`config.mk`:
```
export PLATFORM = sky130hd
export DESIGN_NAME = tof_sequencer
export DESIGN_NICKNAME = d
export VERILOG_FILES = /design/src/rtl/tof_pkg.sv /design/src/rtl/tof_edge_sync.sv /design/src/rtl/tof_ovf_chk.sv /design/src/rtl/tof_accum.sv /design/src/rtl/tof_sequencer.sv
export SDC_FILE = /design/constraint.sdc
export NUM_CORES = 1
export LEC_CHECK = 0
export ABC_AREA = 1
export ABC_CLOCK_PERIOD_IN_PS = 2750
export BUFFER_PORTS_ARGS = -buffer_cell sky130_fd_sc_hd__buf_2
export CAP_MARGIN = 20
export CORE_MARGIN = 4
export CORE_UTILIZATION = 61
export DETAILED_ROUTE_END_ITERATION = 10
export GPL_TIMING_DRIVEN = 0
export PLACE_DENSITY_LB_ADDON = 0.25
export SLEW_MARGIN = 20
export SYNTH_ARGS = -nofsm -noshare
export SYNTH_HDL_FRONTEND = slang
export SYNTH_SLANG_ARGS = --single-unit
```
`constraint.sdc`:
```
create_clock -name clk -period 2.75 [get_ports clk]
set_input_delay 0.275 -clock clk [delete_from_list [all_inputs] [get_ports clk]]
set_output_delay 0.275 -clock clk [all_outputs]
set_load 0.05 [all_outputs]
```
`src/rtl/tof_pkg.sv`:
```
package tof_pkg;

    typedef enum logic [1:0] {
        S_IDLE = 2'd0,
        S_ARM  = 2'd1,
        S_RUN  = 2'd2,
        S_CAL  = 2'd3
    } tof_state_e;

    // index of the last stop to take; out-of-range codes fall back to one stop
    function automatic logic [2:0] last_stop_idx(input logic [2:0] code);
        return (code <= 3'd4) ? code : 3'd0;
    endfunction

    // calibration window length in reference cycles
    function automatic logic [5:0] cal_len(input logic [1:0] code);
        logic [5:0] len;
        unique case (code)
            2'd0:    len = 6'd2;
            2'd1:    len = 6'd10;
            2'd2:    len = 6'd20;
            default: len = 6'd40;
        endcase
        return len;
    endfunction

endpackage

```
`src/rtl/tof_edge_sync.sv`:
```
module tof_edge_sync #(
    parameter int STAGES = 2
) (
    input  logic clk,
    input  logic rst_n,
    input  logic din,
    input  logic pol,
    output logic rise
);
    logic [STAGES:0] sh;

    always_ff @(posedge clk or negedge rst_n) begin
        if (!rst_n) begin
            sh <= '0;
        end else begin
            sh <= {sh[STAGES-1:0], din ^ pol};
        end
    end

    assign rise = sh[STAGES-1] & ~sh[STAGES];
endmodule

```
`src/rtl/tof_ovf_chk.sv`:
```
module tof_ovf_chk #(
    parameter int CNT_W  = 16,
    parameter int FINE_W = 24
) (
    input  logic [CNT_W:0]    cnt,
    input  logic [CNT_W-1:0]  clk_thr,
    input  logic [CNT_W-1:0]  coarse_thr,
    input  logic [FINE_W-1:0] fine,
    output logic              clk_hit,
    output logic              coarse_hit
);
    localparam int PROD_W = CNT_W + 6;
    localparam int CMP_W  = (FINE_W > PROD_W) ? FINE_W : PROD_W;

    logic [PROD_W-1:0] lim;

    // floor(fine/63) >= thr  <=>  fine >= 63*thr
    assign lim        = PROD_W'(coarse_thr) * PROD_W'(63);
    assign coarse_hit = CMP_W'(fine) >= CMP_W'(lim);
    assign clk_hit    = cnt > {1'b0, clk_thr};
endmodule

```
`src/rtl/tof_accum.sv`:
```
module tof_accum #(
    parameter int NSTOP = 5,
    parameter int CNT_W = 16,
    parameter int ACC_W = 23
) (
    input  logic                     clk,
    input  logic                     rst_n,
    input  logic                     clr,
    input  logic                     add_en,
    input  logic [$clog2(NSTOP)-1:0] idx,
    input  logic [CNT_W-1:0]         val,
    output logic [NSTOP*ACC_W-1:0]   acc_flat
);
    localparam int IDX_W = $clog2(NSTOP);

    for (genvar g = 0; g < NSTOP; g++) begin : g_slot
        logic [ACC_W-1:0] acc;

        always_ff @(posedge clk or negedge rst_n) begin
            if (!rst_n) begin
                acc <= '0;
            end else if (clr) begin
                acc <= '0;
            end else if (add_en && idx == IDX_W'(g)) begin
                acc <= acc + ACC_W'(val);
            end
        end

        assign acc_flat[g*ACC_W +: ACC_W] = acc;
    end
endmodule

```
`src/rtl/tof_sequencer.sv`:
```
module tof_sequencer
    import tof_pkg::*;
#(
    parameter int NSTOP       = 5,
    parameter int CNT_W       = 16,
    parameter int FINE_W      = 24,
    parameter int ACC_W       = 23,
    parameter int AVG_W       = 3,
    parameter int SYNC_STAGES = 2
) (
    input  logic                   clk,
    input  logic                   rst_n,
    input  logic                   start_req,
    input  logic                   start_pol,
    input  logic                   stop_pol,
    input  logic                   trig_pol,
    input  logic [2:0]             stop_code,
    input  logic [AVG_W-1:0]       avg_code,
    input  logic [1:0]             cal_code,
    input  logic                   force_cal,
    input  logic [CNT_W-1:0]       mask_val,
    input  logic [CNT_W-1:0]       clk_ovf_thr,
    input  logic [CNT_W-1:0]       coarse_ovf_thr,
    input  logic [FINE_W-1:0]      fine_cnt,
    input  logic                   start_in,
    input  logic                   stop_in,
    output logic                   trig_out,
    output logic                   busy,
    output logic                   cal_active,
    output logic                   done_flag,
    output logic                   clk_ovf_flag,
    output logic                   coarse_ovf_flag,
    output logic [NSTOP*ACC_W-1:0] acc_flat
);
    localparam int IDX_W = $clog2(NSTOP);
    localparam int CYC_W = 1 << AVG_W;

    tof_state_e        state, nxt;
    logic [CNT_W:0]    cnt;
    logic [IDX_W-1:0]  stop_idx;
    logic [IDX_W-1:0]  last_idx;
    logic [CYC_W-1:0]  cyc, cyc_last;
    logic [5:0]        cal_cnt;
    logic              cal_end;
    logic              aborted;
    logic              done_q, clk_ovf_q, coarse_ovf_q;
    logic              start_rise, stop_rise;
    logic              clk_hit, coarse_hit, ovf_hit;
    logic              stop_ok, cap_en, acc_clr;

    tof_edge_sync #(.STAGES(SYNC_STAGES)) u_start_sync (
        .clk(clk), .rst_n(rst_n), .din(start_in), .pol(start_pol), .rise(start_rise)
    );

    tof_edge_sync #(.STAGES(SYNC_STAGES)) u_stop_sync (
        .clk(clk), .rst_n(rst_n), .din(stop_in), .pol(stop_pol), .rise(stop_rise)
    );

    tof_ovf_chk #(.CNT_W(CNT_W), .FINE_W(FINE_W)) u_ovf (
        .cnt(cnt), .clk_thr(clk_ovf_thr), .coarse_thr(coarse_ovf_thr),
        .fine(fine_cnt), .clk_hit(clk_hit), .coarse_hit(coarse_hit)
    );

    assign last_idx = IDX_W'(last_stop_idx(stop_code));
    assign cyc_last = (CYC_W'(1) << avg_code) - CYC_W'(1);
    assign ovf_hit  = state == S_RUN && (clk_hit || coarse_hit);
    assign stop_ok  = stop_rise && cnt >= {1'b0, mask_val};
    assign cap_en   = state == S_RUN && !ovf_hit && stop_ok;
    assign acc_clr  = state == S_IDLE && start_req;
    assign cal_end  = cal_cnt == cal_len(cal_code) - 6'd1;

    tof_accum #(.NSTOP(NSTOP), .CNT_W(CNT_W), .ACC_W(ACC_W)) u_acc (
        .clk(clk), .rst_n(rst_n), .clr(acc_clr), .add_en(cap_en),
        .idx(stop_idx), .val(cnt[CNT_W-1:0]), .acc_flat(acc_flat)
    );

    // next-state logic
    always_comb begin
        nxt = state;
        unique case (state)
            S_IDLE: if (start_req) nxt = S_ARM;
            S_ARM:  if (start_rise) nxt = S_RUN;
            S_RUN: begin
                if (ovf_hit) begin
                    nxt = force_cal ? S_CAL : S_IDLE;
                end else if (stop_ok && stop_idx == last_idx) begin
                    nxt = S_CAL;
                end
            end
            S_CAL: begin
                if (cal_end) begin
                    nxt = (aborted || cyc == cyc_last) ? S_IDLE : S_ARM;
                end
            end
        endcase
    end

    // state register
    always_ff @(posedge clk or negedge rst_n) begin
        if (!rst_n) begin
            state <= S_IDLE;
        end else begin
            state <= nxt;
        end
    end

    // counters and sticky flags
    always_ff @(posedge clk or negedge rst_n) begin
        if (!rst_n) begin
            cnt          <= '0;
            stop_idx     <= '0;
            cyc          <= '0;
            cal_cnt      <= '0;
            aborted      <= 1'b0;
            done_q       <= 1'b0;
            clk_ovf_q    <= 1'b0;
            coarse_ovf_q <= 1'b0;
        end else begin
            unique case (state)
                S_IDLE: begin
                    if (start_req) begin
                        cyc          <= '0;
                        aborted      <= 1'b0;
                        done_q       <= 1'b0;
                        clk_ovf_q    <= 1'b0;
                        coarse_ovf_q <= 1'b0;
                    end
                end
                S_ARM: begin
                    if (start_rise) begin
                        cnt      <= {{CNT_W{1'b0}}, 1'b1};
                        stop_idx <= '0;
                    end
                end
                S_RUN: begin
                    cnt <= cnt + 1'b1;
                    if (ovf_hit) begin
                        aborted      <= 1'b1;
                        clk_ovf_q    <= clk_hit;
                        coarse_ovf_q <= coarse_hit;
                    end else if (stop_ok) begin
                        stop_idx <= stop_idx + 1'b1;
                    end
                end
                S_CAL: begin
                    if (cal_end && !aborted) begin
                        if (cyc == cyc_last) begin
                            done_q <= 1'b1;
                        end else begin
                            cyc <= cyc + 1'b1;
                        end
                    end
                end
            endcase
            cal_cnt <= (state == S_CAL) ? cal_cnt + 6'd1 : 6'd0;
        end
    end

    // outputs
    always_comb begin
        busy            = state != S_IDLE;
        trig_out        = trig_pol ^ (state == S_ARM);
        cal_active      = state == S_CAL;
        done_flag       = done_q;
        clk_ovf_flag    = clk_ovf_q;
        coarse_ovf_flag = coarse_ovf_q;
    end
endmodule

```
==> Word level (Yosys, flattened, before mapping) <==
Index checks and enable logic that the tools add are counted.
{ "word_totals": {"regBits": 161, "inputBits": 89, "out_inout_bits": 121, "word_cells": 137} }
{ "classes": {"addsub": 11, "mul": 1, "n_lt_le_gt_ge": 4, "n_eq_ne": 22, "n_shift": 1, "mux": 41, "bitwise": 7, "n_reduce_logical": 34} }
{ "ops": {"columns": ["operator", "n"], "rows": [
  ["two-way mux 23 bit", 10],
  ["adder 23 x 16 -> 23 bit", 5],
  ["case mux 17 bit (2 select lines)", 1],
  [">= comparator 24 x 22 -> 1 bit", 1],
  ["two-way mux 8 bit", 3],
  ["multiplier 16 x 6 -> 22 bit, second input constant", 1],
  ["case mux 6 bit (3 select lines)", 1],
  ["nonzero test 2 bit", 9],
  ["adder 17 x 1 -> 17 bit, second input constant", 1],
  [">= comparator 17 x 16 -> 1 bit", 1],
  ["> comparator 17 x 16 -> 1 bit", 1],
  ["two-way mux 17 bit", 1],
  ["case mux 8 bit (2 select lines)", 1],
  ["AND reduction 4 bit", 4],
  ["logical AND 1 bit", 12],
  ["two-way mux 2 bit", 6],
  ["two-way mux 3 bit", 4],
  ["!= test 2 bit, second input constant", 6],
  ["adder 8 x 1 -> 8 bit, second input constant", 1],
  ["equality test 8 bit", 1],
  ["case mux 1 bit (2 select lines)", 4],
  ["case mux 2 bit (4 select lines)", 1],
  ["<< shifter 1 x 3 -> 8 bit, first input constant", 1],
  ["subtractor 8 x 2 -> 8 bit, second input constant", 1],
  ["25 further kinds", 44]
]} }

==> Logic depth before layout (Yosys ltp) <==
{ "depth": {"ltp_word": 10, "ltp_mapped": 31, "ltp_nobuf": 31} }

==> By module <==
Synthesis repeated with hierarchy kept, for this count alone.
{ "unflattened": {"hier_cells": 2500, "area_unflattened_um2": 16374.5} }
{ "by_module_without_submodules": {"columns": ["module", "n_inst", "cells_per_inst", "area_each_um2", "seq_area_each_um2"], "rows": [
  ["tof_accum", 1, 1614, 9977.1, 2877.8],
  ["tof_ovf_chk", 1, 461, 3236.9, 0.0],
  ["tof_sequencer", 1, 405, 2957.8, 1001.0],
  ["tof_edge_sync", 2, 10, 101.3, 75.1]
]} }

==> Worst setup path after synthesis <==
OpenSTA, ideal clock, no wires.
{ "synth_timing": {"kind": "input -> register", "startpoint": "input coarse_ovf_thr[5]", "endpoint": "register u_acc.g_slot[1].acc[18]", "setup_ps": 121, "arrival_ps": 4661, "required_time_ps": 2629, "setup_slack_ps": -2032, "cell_stages": 28, "path_buffers": 1, "path_cell_list": "inv_1 fa_1 inv_1 fa_1 inv_1 fa_1 inv_1 ha_1 a21oi_1 o21ai_0 a21o_1 a21oi_1 o21ai_0 xnor2_1 ha_1 nand2_1 nor2_1 nor2_1 nand2_1 nand2_1 nand2_1 nor2_1 nand3_2 nor2_4 nand2_1 buf_2 nand3_1 nand2_1"} }
{ "synth_between": {"elab_chain_cells": 9} }
{ "synth_lines": {"columns": ["element", "line", "text"], "rows": [
  ["from (decl)", "tof_sequencer.sv:23", "input logic [CNT_W-1:0] coarse_ovf_thr,"],
  ["multiplier 16 x 6 -> 22 bit", "tof_ovf_chk.sv:18", "assign lim = PROD_W'(coarse_thr) * PROD_W'(63);"],
  [">= comparator 24 x 22 -> 1 bit", "tof_ovf_chk.sv:19", "assign coarse_hit = CMP_W'(fine) >= CMP_W'(lim);"],
  ["logical OR 1 bit", "tof_sequencer.sv:66", "assign ovf_hit = state == S_RUN && (clk_hit || coarse_hit);"],
  ["logical AND 1 bit", "tof_sequencer.sv:66", null],
  ["logical NOT 1 bit", "tof_sequencer.sv:68", "assign cap_en = state == S_RUN && !ovf_hit && stop_ok;"],
  ["logical AND 1 bit (2 in a row)", "tof_sequencer.sv:68", null],
  ["logical AND 1 bit", "tof_accum.sv:24", "end else if (add_en && idx == IDX_W'(g)) begin"],
  ["nonzero test 2 bit (no source line)", null, null],
  ["to (signal assigned)", "tof_accum.sv:25", "acc <= acc + ACC_W'(val);"],
  ["to (decl)", "tof_accum.sv:17", "logic [ACC_W-1:0] acc;"]
]} }
Every way passes these cells.
A chain may end at the register's enable or synchronous reset.

==> Final worst setup path <==
{ "layout_timing": {"startpoint": "input coarse_ovf_thr[14]", "endpoint": "register u_acc.g_slot[0].acc[0]"} }
{ "layout_between": {"elab_chain_cells": 9} }
{ "layout_lines": {"columns": ["element", "line"], "rows": [
  ["multiplier 16 x 6 -> 22 bit", "tof_ovf_chk.sv:18"],
  [">= comparator 24 x 22 -> 1 bit", "tof_ovf_chk.sv:19"],
  ["logical OR 1 bit", "tof_sequencer.sv:66"],
  ["logical AND 1 bit", "tof_sequencer.sv:66"],
  ["logical NOT 1 bit", "tof_sequencer.sv:68"],
  ["logical AND 1 bit (2 in a row)", "tof_sequencer.sv:68"],
  ["logical AND 1 bit", "tof_accum.sv:24"],
  ["nonzero test 2 bit (no source line)", null],
  ["to (signal assigned)", "tof_accum.sv:25"],
  ["to (decl)", "tof_accum.sv:17"]
]} }
Every way passes these cells.

==> flow_metrics.py <==
metrics = {
    "global_route": {
        "gr-total-overflow": 0,
        "track_usage": 0.380,
        "grt_first_pass_wirelength_mm": 93.5,
        "grt_pass1_vias": 18700,
        "grt_antenna_before_repair": 0,
        "grt_max_degree": 84,
    },
    "setup_path": {
        "criticalPathCategory": "input port to register",
        "crit_arrival_ns": 5.57,
        "path_max_fanout": 10,
        "critPathRequiredTime_ns": 3.12,
        "end_kind": "register",
        "critPathLaunchType": "input port",
    },
    "run_status": {
        "status": "complete, but fails checks",
        "violations": "negative setup slack",
    },
    "detailed_routing": {
        "drtAntennaViolNets": 0,
        "first_pass_iters": 6,
        "vias": 19200,
        "drc": 0,
        "wl_mm": 61.6,
        "drt_iter0_markers": 1927,
        "avgViaCountPerCell": 6.05,
        "wl_per_cell_um": 19.4,
    },
    "yosys": {
        "synth_seq_cells": 161,
        "synth_fp_nets": 2802,
        "ys_seq_area_frac": 0.239,
        "synth_area_sq_um": 16900,
        "synth_common_cells": "694 x nand2_1, 375 x inv_1, 237 x nand3_1, 199 x nor2_1, 172 x ha_1",
        "syn_avg_cell_area_sq_um": 6.77,
        "ys.flop_type": "dfrtp_1",
        "ys_types": 49,
        "yosysTopAreaCell": "dfrtp_1",
        "post-synth-top-count-cell": "nand2_1",
        "yosys-top-cells-area": "dfrtp_1 24%, nand2_1 15%, ha_1 13%",
        "synth_edf_count": 0,
        "async_reset_ff_frac": 1.00,
        "synth_top_area_frac": 0.239,
        "syn_inst": 2493,
        "yosysWarningCount": 0,
    },
    "power_and_ir_drop": {
        "p_int_w": 0.00671,
        "peakVddDrop_v": 0.00101,
        "switching_share": 0.487,
        "sequentialPowerShare": 0.215,
        "combPwrFrac": 0.594,
        "p_per_area_nw_per_um2": 618,
        "power.switching_w": 0.00638,
        "power.leakage_nw": 11.9,
        "p_clk_frac": 0.192,
    },
    "layout": {
        "utilization": 0.781,
        "multiInputGateArea_sq_um": 12300,
        "nets": 3097,
        "area_growth_pct": 25.5,
        "drive_above_1_share": 0.201,
        "seq_area_sq_um": 4030,
        "n_antenna_cell": 0,
        "final_cells": 3173,
        "n_fill_cell": 1935,
    },
    "die": {
        "design.core.area_sq_um": 27100,
        "row_count": 60,
        "die_h_um": 174,
        "fp.dieW_um": 174,
        "pin_count": 210,
        "start_util": 0.622,
        "dieArea_sq_um": 30400,
    },
    "timing": {
        "report.final.slew_viol_count": 0,
        "rsz0062_at_grt": "yes",
        "final-setup-viol-count": 123,
        "clock.fmax_ghz": 0.192,
        "timing.final.crit_share": 1.89,
        "worst_slack_ns": -2.45,
        "finClkSkew_ns": 0.0206,
        "timing.final.crit_period_ns": 5.20,
        "hold_viol": 0,
        "tightest_slew_ns": 1.08,
        "max-slew-margin-rel": 0.278,
    },
    "place": {
        "place_inst": 3075,
        "numPortBuffers": 209,
        "gp_congestion": 1.02,
        "pre_cts_slack_ns": -2.89,
        "dp_hpwl_mm": 42.5,
    },
    "flow_run": {
        "cap_violations": 0,
    },
    "clocking": {
        "htree_levels": 4,
        "clock_tree.buffer_depth": 2,
        "numCtsBuffers": 17,
        "clk_pin_slew_ns": 0.08,
        "insertion_delay_ns": 0.45,
        "cts-root-buf": "clkbuf_16",
        "clock_sinks": 161,
        "cts_tree": "done",
    },
    "hold_path": {
        "min_path_type": "input port to register",
    },
}
[per-layer routing]
| layer | vias to the layer above | global-route usage | share of wire |
|---|---|---|---|
| met4 | 0 | 0.214 | 0.070 |
| met3 | 369 | 0.0900 | 0.11 |
| met5 | - | 0 | 0 |
| met1 | 8872 | 0.461 | 0.37 |
| li1 | 8725 | - | - |
| met2 | 1245 | 0.622 | 0.45 |
[placed cells by master (no fill, tap or decap), drive strengths merged, types with 2 or more instances in the layout]
cell type	count
a21boi	3
a21o	12
a21oi	140
a31oi	7
and2	5
buf	303
clkbuf	38
clkinv	3
clkinvlp	2
dfrtp	161
fa	48
ha	172
inv	387
nand2	697
nand2b	2
nand3	240
nand3b	8
nand4	100
nor2	204
nor3	32
nor4	3
o211ai	6
o21a	6
o21ai	86
o21bai	6
o22ai	8
or2	11
xnor2	59
xor2	42
[kinds of logic (layout without fill, tap and decap cells)]
group                      after synthesis  after routing  share of synthesized area
and+or+nand+nor                       1304           1304                      0.335
adders and majority gates              220            220                      0.185
xor gates and xnor gates               101            101                     0.0524
buffers and inverters                  427            735                     0.0986
AOI/OAI and AO/OA                      278            278                     0.0892
muxes                                    2              2                    0.00126
DFF                                    161            161                      0.239
[critical path, cell delays in order]
cell and delay [ns]:
buf_2 0.12, inv_1 0.10, fa_1 0.55, fa_1 0.64
inv_1 0.09, fa_1 0.44, ha_4 0.32, nand2_1 0.13
nor3_2 0.29, inv_2 0.10, nor2_4 0.15, nand4_1 0.18
o2111ai_2 0.16, xor2_1 0.19, ha_1 0.26, nand3_2 0.12
a21oi_2 0.05, nor2_2 0.17, nand2_2 0.13, nor2_4 0.15
nand3_4 0.09, nor2_4 0.15, buf_6 0.13, buf_8 0.16
buf_8 0.16, nand4_1 0.11, nand2_1 0.16
[area by class of cell]
type	count	share of cell area
Timing Repair Buffer	276	0.0900
Multi-Input combinational cell	1905	0.581
Sequential cell	161	0.190
Buffer	48	0.0206
Tap cell	372	0.0220
Inverter	379	0.0681
Clock inverter	14	0.00751
Clock buffer	18	0.0203
[flip-flops by register name (all words and copies together) (netlist names), 2 cells and up]
| name | cells |
|---|---|
| u_stop_sync.sh | 3 |
| cal_cnt | 6 |
| stop_idx | 3 |
| u_start_sync.sh | 3 |
| cyc | 8 |
| cnt | 17 |
| state | 2 |
| u_acc.g_slot.acc | 115 |
[worst paths after layout]
path / start / cells past startpoint / slack, ns / to
max: coarse_ovf_thr[14] / 27 / -2.45 / u_acc.g_slot[0].acc[0]
min: start_in / 2 / 0.002 / u_start_sync.sh[0]
max reg2reg: cnt[1] / 12 / -0.65 / u_acc.g_slot[3].acc[16]
min reg2reg: u_start_sync.sh[0] / 0 / 0.36 / u_start_sync.sh[1]
max in group asynchronous: rst_n / 3 / 1.51 / u_acc.g_slot[2].acc[4]
min in group asynchronous: rst_n / 2 / 0.37 / u_acc.g_slot[4].acc[13]
[per-stage QoR]
stage / hold WS (ns) / instance area (sq um) / TNS, ns / power [W]
after detailed placement: 0.289 / 19000 / -334.78 / 0.00851
after global placement: 0.335 / 18900 / -503.66 / 0.00825
after floorplan: -0.0206 / 17400 / -213.85 / 0.00703
after CTS: 0.00236 / 20600 / -234.59 / 0.0119
final: 0.00221 / 21200 / -290.85 / 0.0131
after global routing: 0.00740 / 21200 / -301.84 / 0.0137
[power by group through the flow]
stage,combinational [W],sequential [W],clock (W)
final,0.00778,0.00281,0.00251
after global routing,0.00831,0.00282,0.00258
after CTS,0.00666,0.00278,0.00248
after detailed placement,0.00568,0.00283,0
after global placement,0.00542,0.00282,0
after floorplan,0.00410,0.00293,0
[repair_timing]
item	4_1_cts	5_1_grt
endpoints found under the setup margin	123	123
resized for setup	144	87
setup buffers	38	16
gates cloned	10	3
pin swaps	88	80
hold endpoints to repair	78	0
hold buffers	1	0
Power figures use the tool's default switching activity.
